--- config.mk ---
export PLATFORM = sky130hd
export DESIGN_NAME = pgx_translator
export DESIGN_NICKNAME = d
export VERILOG_FILES = /design/src/rtl/pgx_pkg.sv /design/src/rtl/pgx_table.sv /design/src/rtl/pgx_len_reg.sv /design/src/rtl/pgx_bound.sv /design/src/rtl/pgx_translator.sv
export SDC_FILE = /design/constraint.sdc
export NUM_CORES = 1
export LEC_CHECK = 0
export BUFFER_PORTS_ARGS = -buffer_cell sky130_fd_sc_hd__buf_2
export CAP_MARGIN = 10
export CORE_MARGIN = 10
export CORE_UTILIZATION = 56
export CTS_CLUSTER_SIZE = 30
export DETAILED_ROUTE_END_ITERATION = 12
export HOLD_SLACK_MARGIN = 0.1
export PLACE_DENSITY_LB_ADDON = 0.3
export SETUP_SLACK_MARGIN = 0.2
export SLEW_MARGIN = 30
export SYNTH_ARGS = -nofsm -noshare
export SYNTH_HDL_FRONTEND = slang
export SYNTH_SLANG_ARGS = --single-unit
--- constraint.sdc ---
create_clock -name clk -period 1.88 [get_ports clk]
set_input_delay 0.188 -clock clk [delete_from_list [all_inputs] [get_ports clk]]
set_output_delay 0.188 -clock clk [all_outputs]
set_load 0.005 [all_outputs]
--- src/rtl/pgx_pkg.sv ---
package pgx_pkg;

  // Outcome of a single lookup, decided before the output register.
  typedef enum logic [1:0] {
    PGX_PASS      = 2'd0,
    PGX_OVER_LEN  = 2'd1,
    PGX_UNMAPPED  = 2'd2
  } pgx_verdict_e;

endpackage

--- src/rtl/pgx_table.sv ---
module pgx_table #(
  parameter int PAGE_W  = 2,
  parameter int FRAME_W = 4
) (
  input  logic               clk,
  input  logic               rst_n,
  input  logic               wr_en,
  input  logic [PAGE_W-1:0]  wr_page,
  input  logic [FRAME_W-1:0] wr_frame,
  input  logic               wr_mapped,
  input  logic [PAGE_W-1:0]  rd_page,
  output logic [FRAME_W-1:0] rd_frame,
  output logic               rd_mapped
);

  localparam int NUM_PAGES = 1 << PAGE_W;

  logic [FRAME_W-1:0] frame_q  [NUM_PAGES];
  logic [NUM_PAGES-1:0] mapped_q;

  // One storage slot per page; only the privileged port writes.
  always_ff @(posedge clk or negedge rst_n) begin
    if (!rst_n) begin
      for (int i = 0; i < NUM_PAGES; i++) frame_q[i] <= '0;
      mapped_q <= '0;
    end else if (wr_en) begin
      frame_q[wr_page]  <= wr_frame;
      mapped_q[wr_page] <= wr_mapped;
    end
  end

  assign rd_frame  = frame_q[rd_page];
  assign rd_mapped = mapped_q[rd_page];

endmodule

--- src/rtl/pgx_len_reg.sv ---
module pgx_len_reg #(
  parameter int PAGE_W = 2
) (
  input  logic            clk,
  input  logic            rst_n,
  input  logic            wr_en,
  input  logic [PAGE_W:0] wr_val,
  output logic [PAGE_W:0] len_q
);

  always_ff @(posedge clk or negedge rst_n) begin
    if (!rst_n)     len_q <= '0;
    else if (wr_en) len_q <= wr_val;
  end

endmodule

--- src/rtl/pgx_bound.sv ---
module pgx_bound #(
  parameter int PAGE_W = 2
) (
  input  logic                  [PAGE_W-1:0] page,
  input  logic                  [PAGE_W:0]   len,
  input  logic                               mapped,
  output pgx_pkg::pgx_verdict_e              verdict
);

  import pgx_pkg::*;

  // Range test has priority: an entry past the length is never consulted.
  function automatic logic below_len(input logic [PAGE_W-1:0] p,
                                     input logic [PAGE_W:0]   l);
    return {1'b0, p} < l;
  endfunction

  always_comb begin
    if (!below_len(page, len)) verdict = PGX_OVER_LEN;
    else if (!mapped)          verdict = PGX_UNMAPPED;
    else                       verdict = PGX_PASS;
  end

endmodule

--- src/rtl/pgx_translator.sv ---
module pgx_translator #(
  parameter int OFF_W   = 3,
  parameter int PAGE_W  = 2,
  parameter int FRAME_W = 4
) (
  input  logic                       clk,
  input  logic                       rst_n,
  input  logic                       tbl_we,
  input  logic [PAGE_W-1:0]          tbl_page,
  input  logic [FRAME_W-1:0]         tbl_frame,
  input  logic                       tbl_mapped,
  input  logic                       len_we,
  input  logic [PAGE_W:0]            len_val,
  input  logic                       lk_valid,
  input  logic [OFF_W+PAGE_W-1:0]    lk_addr,
  output logic                       out_valid,
  output logic                       out_fault,
  output logic [FRAME_W+OFF_W-1:0]   out_addr
);

  import pgx_pkg::*;

  localparam int LA_W = OFF_W + PAGE_W;
  localparam int PA_W = FRAME_W + OFF_W;

  function automatic logic [PAGE_W-1:0] page_of(input logic [LA_W-1:0] a);
    return a[LA_W-1:OFF_W];
  endfunction

  function automatic logic [OFF_W-1:0] offset_of(input logic [LA_W-1:0] a);
    return a[OFF_W-1:0];
  endfunction

  function automatic logic [PA_W-1:0] join_phys(input logic [FRAME_W-1:0] f,
                                                input logic [OFF_W-1:0]   o);
    return {f, o};
  endfunction

  // Named internal events, visible to the bound checker.
  logic [PAGE_W-1:0]  lk_page;
  logic [OFF_W-1:0]   lk_off;
  logic [FRAME_W-1:0] rd_frame;
  logic               rd_mapped;
  logic [PAGE_W:0]    len_q;
  pgx_verdict_e       verdict;
  logic               xl_pass;

  assign lk_page = page_of(lk_addr);
  assign lk_off  = offset_of(lk_addr);

  pgx_table #(.PAGE_W(PAGE_W), .FRAME_W(FRAME_W)) u_table (
    .clk       (clk),
    .rst_n     (rst_n),
    .wr_en     (tbl_we),
    .wr_page   (tbl_page),
    .wr_frame  (tbl_frame),
    .wr_mapped (tbl_mapped),
    .rd_page   (lk_page),
    .rd_frame  (rd_frame),
    .rd_mapped (rd_mapped)
  );

  pgx_len_reg #(.PAGE_W(PAGE_W)) u_len (
    .clk    (clk),
    .rst_n  (rst_n),
    .wr_en  (len_we),
    .wr_val (len_val),
    .len_q  (len_q)
  );

  pgx_bound #(.PAGE_W(PAGE_W)) u_bound (
    .page    (lk_page),
    .len     (len_q),
    .mapped  (rd_mapped),
    .verdict (verdict)
  );

  assign xl_pass = (verdict == PGX_PASS);

  always_ff @(posedge clk or negedge rst_n) begin
    if (!rst_n) begin
      out_valid <= 1'b0;
      out_fault <= 1'b0;
      out_addr  <= '0;
    end else begin
      out_valid <= lk_valid;
      out_fault <= lk_valid && !xl_pass;
      out_addr  <= (lk_valid && xl_pass) ? join_phys(rd_frame, lk_off) : '0;
    end
  end

endmodule

==> out/results.ini, run 1 <==
[outcome]
status=complete, no violations

[worst_setup_path]
path_depth=5
reg2regPathDepth=5
r2r_slack_ns=0.51
crit_required_ns=2.15
r2r_start=u_len.len_q[1]$_DFFE_PN0P_
crit_path_end=out_addr[1]$_DFF_PN0_
slowest_delay_ns=0.33
crit_buf_inv=1
timing.rr.end=out_addr[1]$_DFF_PN0_
crit_fanout=7
path_class=register to register
start_kind=register
crit_chain=inv_1, ha_1, nor3b_1, o211a_2, and2_1
cp_slowest_cell=dfrtp_1
startpoint=u_len.len_q[1]$_DFFE_PN0P_
cp_top_family=simple AND/OR/NAND/NOR gates
critPathCaptureType=register
cp.arrival_ns=1.64

[power_and_ir_drop]
p_total_mw=1.45
pwr-share-comb_pct=17.6
ir_drop_mv=0.741
p_clk_share_pct=24.7
p_leak_nw=0.773
pwr_density_cell_nw_per_um2=890
p_sw_mw=0.362
intPower_mw=1.09
p_seq_share_pct=57.7
swShare_pct=24.9

[logic_synthesis]
syn_avg_cell_area_um2=16.5
synth-seq-area-share_pct=60.5
mappedNetlistArea_um2=1320
syn_nets=101
synth_cells=80
synth.distinct_cells=17
ys_warn_count=0
ys_ff_latch=32

[timing]
min_period_ns=1.37
rsz0062_at_grt=false
finClkSkew_ns=0.00526
period_share_pct=72.7
finalSetupViolations=0
slew_headroom_pct=54.3
tns_ns=0
slew_violations=0
worst_pin_slew_ns=0.685
finalHoldViolations=0
fin_hold_ws_ns=0.124
fmax_ghz=0.731

[clock_tree]
clock_sink_count=32
clkTransAtPathRegs_ns=0.09
numCtsBuffers=5
cts_tree=built
cts.htree.levels=2
post-cts-setup-buffer-count=0
ctsResizeCount=0
insertion_delay_ns=0.33
clockBufferDepth=2
root_buffer=clkbuf_4

[drt]
drt_iter0_drc=48
wl_per_cell_um=17.1
vias=819
finalWirelength_mm=2.61
vias_per_cell=5.39
antenna_left=0
drt-pass1-iter-count=4
drc=0

[die]
core_um2=2230
die_h_um=68.6
dieWidth_um=68.6
initial_core_util_pct=59.3
fp-row-count=17
io_pins=29
die-area_um2=4710

[cells_and_area]
drive_above_1_share_pct=49.2
syn_to_final_growth_pct=23.4
layout.cells.non_filler=152
nets=145
diodes=0

[grt]
grt_pass1_vias=927
grt_max_degree=33
antenna_found_initial=0
grt_pass1_wl_mm=4.42
grt_use_total_pct=12.8
grt.overflow.total=0

[place]
dp_cells=135
port_buffers=28
dp_hpwl_mm=1.81
gp_congestion=0.692

[min_path]
hold_path.class=input pin to register

[job]
max-cap-violations=0

[through the flow]
stage	setup slack (ns)	util, %	area [um^2]
after floorplan	0.634	-	1320
after global placement	0.511	66.6	1490
after detailed placement	0.483	66.6	1490
after CTS	0.510	73.2	1630
after global routing	0.341	73.2	1630
final	0.513	73.2	1630
[Yosys cell counts]
cell type	count	share of area (%)
ha_1	1	0.95
nor3b_1	1	0.57
inv_1	1	0.28
o21bai_1	1	0.57
nand3_1	1	0.38
nand2_1	1	0.28
and2_4	1	0.66
buf_6	1	0.85
mux4_1	3	6.0
mux4_2	2	3.4
dfrtp_1	32	60
mux2_2	22	19
o21ai_0	2	0.76
nor3b_2	1	0.95
and2_1	7	3.3
o211a_2	1	0.76
nand3b_1	2	1.1
[routing by layer]
layer / up-vias / global-route usage (%) / wire [um]
met1: 410 / 13.7 / 1000
li1: 382 / - / -
met4: 0 / 5.53 / 36
met3: 5 / 5.48 / 244
met2: 22 / 21.5 / 1320
met5: - / 0 / 0
[cells by family (layout without fill, tap and decap cells)]
kind of cell / Yosys count / in the layout / share of synthesized area (%)
flip-flops: 32 / 32 / 60.5
multiplexers: 27 / 27 / 28.1
AND/OR/NAND/NOR: 14 / 14 / 7.28
AO/OA/AOI/OAI: 4 / 4 / 2.08
buffers and inverters: 2 / 46 / 1.13
adder cells (fa/ha/maj): 1 / 1 / 0.945
[power by group through the flow]
stage | registers [mW] | clock network, mW | logic, mW
finish | 0.839 | 0.359 | 0.257
global route | 0.853 | 0.399 | 0.286
CTS | 0.838 | 0.371 | 0.260
detailed placement | 0.851 | 0 | 0.243
global placement | 0.847 | 0 | 0.233
floorplan | 0.838 | 0 | 0.159
[placed cells by master (no fill, tap or decap), types with 2 or more instances in the layout]
| cell | n |
|---|---|
| dfrtp_1 | 32 |
| o21ai_0 | 2 |
| and2_1 | 7 |
| clkbuf_4 | 5 |
| dlygate4sd3_1 | 10 |
| nand3b_1 | 2 |
| buf_2 | 28 |
| mux4_1 | 3 |
| mux2_2 | 22 |
| mux4_2 | 2 |
[area by class of cell]
class / instances / area, um^2
inverter: 1 / 3.75
clock inverter: 1 / 5.00
clock buffer: 6 / 41.3
fill: 161 / 599
sequential: 32 / 801
timing repair buffer: 38 / 240
multi-input combinational: 46 / 508
tap: 28 / 35.0
[state kept, by name, indices dropped and copies added (netlist names)]
| name | cells |
|---|---|
| u_table.mapped_q | 4 |
| u_table.frame_q | 16 |
| u_len.len_q | 3 |
| out_valid | 1 |
| out_addr | 7 |
| out_fault | 1 |
[what timing repair did]
action,CTS,global route
setup endpoints to repair,0,0
hold buffers,10,0
hold endpoints to repair,40,0
[worst min path at each step]
stage                     slack (ns)    startpoint  depth (start not counted)                         endpoint
after global placement          0.26         rst_n                          1   u_table.frame_q[7]$_DFFE_PN0P_
after CTS                       0.10  tbl_frame[3]                          2  u_table.frame_q[15]$_DFFE_PN0P_
after detailed placement        0.27         rst_n                          1            out_addr[1]$_DFF_PN0_
final                           0.12  tbl_frame[3]                          2  u_table.frame_q[15]$_DFFE_PN0P_
after floorplan                -0.11         rst_n                          0            out_addr[0]$_DFF_PN0_
after global routing            0.11  tbl_frame[3]                          2  u_table.frame_q[11]$_DFFE_PN0P_
Power figures use the tool's default switching activity.
==> inputs of run 2 (changes only) <==
--- a/config.mk
+++ b/config.mk
@@ -5,10 +5,11 @@
 export SDC_FILE = /design/constraint.sdc
 export NUM_CORES = 1
 export LEC_CHECK = 0
+export ABC_AREA = 1
 export BUFFER_PORTS_ARGS = -buffer_cell sky130_fd_sc_hd__buf_2
 export CAP_MARGIN = 10
 export CORE_MARGIN = 10
-export CORE_UTILIZATION = 56
+export CORE_UTILIZATION = 53
 export CTS_CLUSTER_SIZE = 30
 export DETAILED_ROUTE_END_ITERATION = 12
 export HOLD_SLACK_MARGIN = 0.1
==> constraint.sdc (replaced) <==
create_clock -name clk -period 1.4 [get_ports clk]
set_input_delay 0.14 -clock clk [delete_from_list [all_inputs] [get_ports clk]]
set_output_delay 0.14 -clock clk [all_outputs]
set_load 0.005 [all_outputs]
==> run 2 against run 1 <==
Global-route usage is essentially flat; worst hold slack lost 0.022 ns; critical path type unchanged; first-iteration DRC count grew 40%; register-to-register slack lost 0.31 ns; sequential share of layout area shrank 3.2 points; critical path depth grew 2; final area grew 7.0%; highest routed layer unchanged; largest power group unchanged.
==> out/results.ini, run 2 <==
[worst_setup_path]
r2r_slack_ns=0.21  ; was 0.51 ns
r2r_start=u_len.len_q[1]$_DFFE_PN0P_  ; unchanged
reg2regPathDepth=7  ; was 5
slowest_delay_ns=0.38  ; was 0.33 ns
crit_required_ns=1.67  ; was 2.15 ns
path_class=register to register  ; unchanged
crit_chain=inv_2, ha_4, inv_2, nor2_2, a21oi_4, nand3_4, nor2_4  ; was inv_1, ha_1, nor3b_1, o211a_2, and2_1
cp_common_cell=inv_2
crit_fanout=7  ; unchanged
start_kind=register  ; unchanged
critPathCaptureType=register  ; unchanged
timing.rr.end=out_addr[0]$_DFF_PN0_  ; was out_addr[1]$_DFF_PN0_
cp_slowest_cell=dfrtp_1  ; unchanged
cp.arrival_ns=1.46  ; was 1.64 ns

[cells_and_area]
largest_reg_flops=16  ; unchanged
layout.cells.non_filler=227  ; was 152
syn_to_final_growth_pct=25.6  ; was 23.4%
drive_above_1_share_pct=27.4  ; was 49.2%
reg_top3=u_table.frame_q x16, out_addr x7, u_table.mapped_q x4  ; unchanged
top_register=u_table.frame_q  ; unchanged
diodes=0  ; unchanged
nets=217  ; was 145
final_common_cell=dfrtp_1  ; unchanged
final_cell_mix=dfrtp_1, o21ai_0, nand2_1, buf_2, nor2_1  ; was dfrtp_1, buf_2, mux2_2, dlygate4sd3_1, and2_1

[drt]
finalWirelength_mm=3.01  ; was 2.61 mm
drt-pass1-iter-count=4  ; unchanged
vias_per_cell=5.07  ; was 5.39
vias=1150  ; was 819
antenna_left=0  ; unchanged
drt_iter0_drc=67  ; was 48
wl_per_cell_um=13.3  ; was 17.1 um
drc=0  ; unchanged

[logic_synthesis]
synth_cells=154  ; was 80
synthSimpleGateAreaFrac_pct=20.3  ; was 7.28%
synth_top_family_by_area=simple AND/OR/NAND/NOR gates  ; was multiplexers
synthMuxAreaShare_pct=1.62  ; was 28.1%
ys_warn_count=0  ; unchanged
synth_xor_area_share_pct=0  ; unchanged
synth.distinct_cells=16  ; was 17
syn_avg_cell_area_um2=9.04  ; was 16.5 um^2
synth_top_area_share_pct=57.5  ; was 60.5%
synth_top_area_cell=dfrtp_1  ; unchanged
syn_nets=175  ; was 101
ys_async_sr_fraction_pct=100  ; unchanged
synthFlopType=dfrtp_1  ; unchanged
synth-seq-area-share_pct=57.5  ; was 60.5%
synthAdderAreaFrac_pct=0.898  ; was 0.945%
synth_edf_count=0  ; unchanged
mappedNetlistArea_um2=1390  ; was 1320 um^2
yosysMostFrequentCell=dfrtp_1  ; unchanged
ys_ff_latch=32  ; unchanged
synthTopCellsByArea=dfrtp_1, o21ai_0, nand2_1, nor2_1, inv_1  ; was dfrtp_1, mux2_2, mux4_1, mux4_2, and2_1
synth_common_cells=dfrtp_1, nand2_1, o21ai_0, nor2_1, inv_1  ; was dfrtp_1, mux2_2, and2_1, mux4_1
synth_compound_area_share_pct=12.1  ; was 2.08%

[power_and_ir_drop]
ir_drop_mv=1.12  ; was 0.741 mV
p_leak_nw=0.920  ; was 0.773 nW
pwr_density_cell_nw_per_um2=1210  ; was 890 nW/um^2

[clock_tree]
post-cts-setup-buffer-count=0  ; unchanged
cts.htree.levels=2  ; unchanged
clock_sink_count=32  ; unchanged
clkTransAtPathRegs_ns=0.10  ; was 0.09 ns
clockBufferDepth=2  ; unchanged
numCtsBuffers=5  ; unchanged
cts_tree=built  ; unchanged
insertion_delay_ns=0.33  ; about the same
root_buffer=clkbuf_4  ; unchanged

[min_path]
hold_path.class=input pin to register  ; unchanged
whs_path_depth=3  ; was 2
hp-start=tbl_frame[2]  ; was tbl_frame[3]
min_delay_worst_endpoint=u_table.frame_q[2]$_DFFE_PN0P_  ; was u_table.frame_q[15]$_DFFE_PN0P_

[die]
io_pins=29  ; unchanged
initial_core_util_pct=55.7  ; was 59.3%
fp-row-count=18  ; was 17
core_um2=2500  ; was 2230 um^2
die_h_um=71.3  ; was 68.6 um
die-area_um2=5080  ; was 4710 um^2
dieWidth_um=71.3  ; was 68.6 um

[timing]
period_share_pct=85.2  ; was 72.7%
finalSetupViolations=0  ; unchanged
worst_pin_slew_ns=0.693  ; was 0.685 ns
slew_violations=0  ; unchanged
tns_ns=0  ; unchanged
min_period_ns=1.19  ; was 1.37 ns
slew_headroom_pct=53.8  ; was 54.3%
finClkSkew_ns=0.00711  ; was 0.00526 ns
fmax_ghz=0.838  ; was 0.731 GHz
finalHoldViolations=0  ; unchanged
rsz0062_at_grt=true  ; was false

[place]
dp_hpwl_mm=2.15  ; was 1.81 mm
gp_congestion=0.772  ; was 0.692
dp_cells=210  ; was 135
port_buffers=28  ; unchanged

[grt]
grt_pass1_wl_mm=5.34  ; was 4.42 mm
met1_usage_pct=14.3  ; was 13.7%
grt-busiest-layer=met2  ; unchanged
met3_usage_pct=5.92  ; was 5.48%
grt.overflow.total=0  ; unchanged
antenna_found_initial=0  ; unchanged
grt_use_total_pct=12.8  ; about the same
grt_use_met2_pct=21.1  ; was 21.5%
grt_pass1_vias=1145  ; was 927
grt_max_degree=33  ; unchanged

[job]
max-cap-violations=0  ; unchanged

[outcome]
status=complete, no violations  ; unchanged

==> run 2: cells by family (layout without fill, tap and decap cells) <==
| family | count (synthesis) | after routing |
|---|---|---|
| AO/OA/AOI/OAI | 31 | 31 |
| buffers and inverters | 25 | 68 |
| adder cells (fa/ha/maj) | 1 | 1 |
| AND/OR/NAND/NOR | 63 | 63 |
| multiplexers | 2 | 2 |
| flip-flops | 32 | 32 |
==> run 2: how the worst max path moves through the flow <==
stage / from / to / slack [ns] / depth (start not counted)
final: u_len.len_q[1]$_DFFE_PN0P_ / out_addr[0]$_DFF_PN0_ / 0.21 / 7
after global routing: u_len.len_q[1]$_DFFE_PN0P_ / out_addr[0]$_DFF_PN0_ / 0.13 / 7
after CTS: u_len.len_q[1]$_DFFE_PN0P_ / out_addr[0]$_DFF_PN0_ / 0.17 / 7
after detailed placement: u_len.len_q[1]$_DFFE_PN0P_ / out_addr[5]$_DFF_PN0_ / 0.19 / 7
after global placement: u_len.len_q[1]$_DFFE_PN0P_ / out_addr[3]$_DFF_PN0_ / 0.25 / 7
after floorplan: u_len.len_q[1]$_DFFE_PN0P_ / out_addr[0]$_DFF_PN0_ / 0.28 / 7
==> run 2: cell type report <==
class / count / area, um^2
flip-flops and latches: 32 / 801
fillers: 194 / 751
multi-input cells: 97 / 514
repair buffers: 37 / 230
inverters: 23 / 86.3
clock inverters: 3 / 42.5
clock buffers: 5 / 37.5
well taps: 30 / 37.5
==> run 2: stage by stage <==
stage / power [mW] / setup WS, ns / hold WS, ns / instance area (um^2) / util (%)
after floorplan: 1.30 / 0.281 / -0.156 / 1390 / -
after global placement: 1.40 / 0.251 / 0.213 / 1550 / 62.1
after detailed placement: 1.42 / 0.185 / 0.219 / 1550 / 62.1
after CTS: 2.12 / 0.167 / 0.109 / 1730 / 69.2
after global routing: 2.25 / 0.127 / 0.106 / 1750 / 70.0
final: 2.12 / 0.207 / 0.102 / 1750 / 70.0
==> run 2: where the power goes <==
| group | switching, mW | internal [mW] | total [mW] | leakage, nW |
|---|---|---|---|---|
| registers | 0.0583 | 1.04 | 1.10 | 0.405 |
| logic | 0.191 | 0.142 | 0.334 | 0.473 |
| clock network | 0.318 | 0.372 | 0.690 | 0.0412 |
| total | 0.568 | 1.55 | 2.12 | 0.920 |
==> run 2: critical path, delay by kind of cell (launching register included) <==
kind | cells | cell delay, ns
flops | 1 | 0.38
simple gates | 3 | 0.29
fa+ha+maj | 1 | 0.19
compound gates | 1 | 0.15
buf+inv | 2 | 0.12
==> run 2: timing repair <==
action	4_1_cts	5_1_grt
gates resized for setup	3	5
setup endpoints to repair	7	8
hold buffers	9	0
endpoints found under the hold margin	40	0
pin swaps	2	1
==> run 2: metal layers <==
layer  vias to the layer above  routed length, um
met4                         0                 46
met2                        42               1450
met1                       537               1260
met5                         -                  0
li1                        564                  -
met3                         7                262
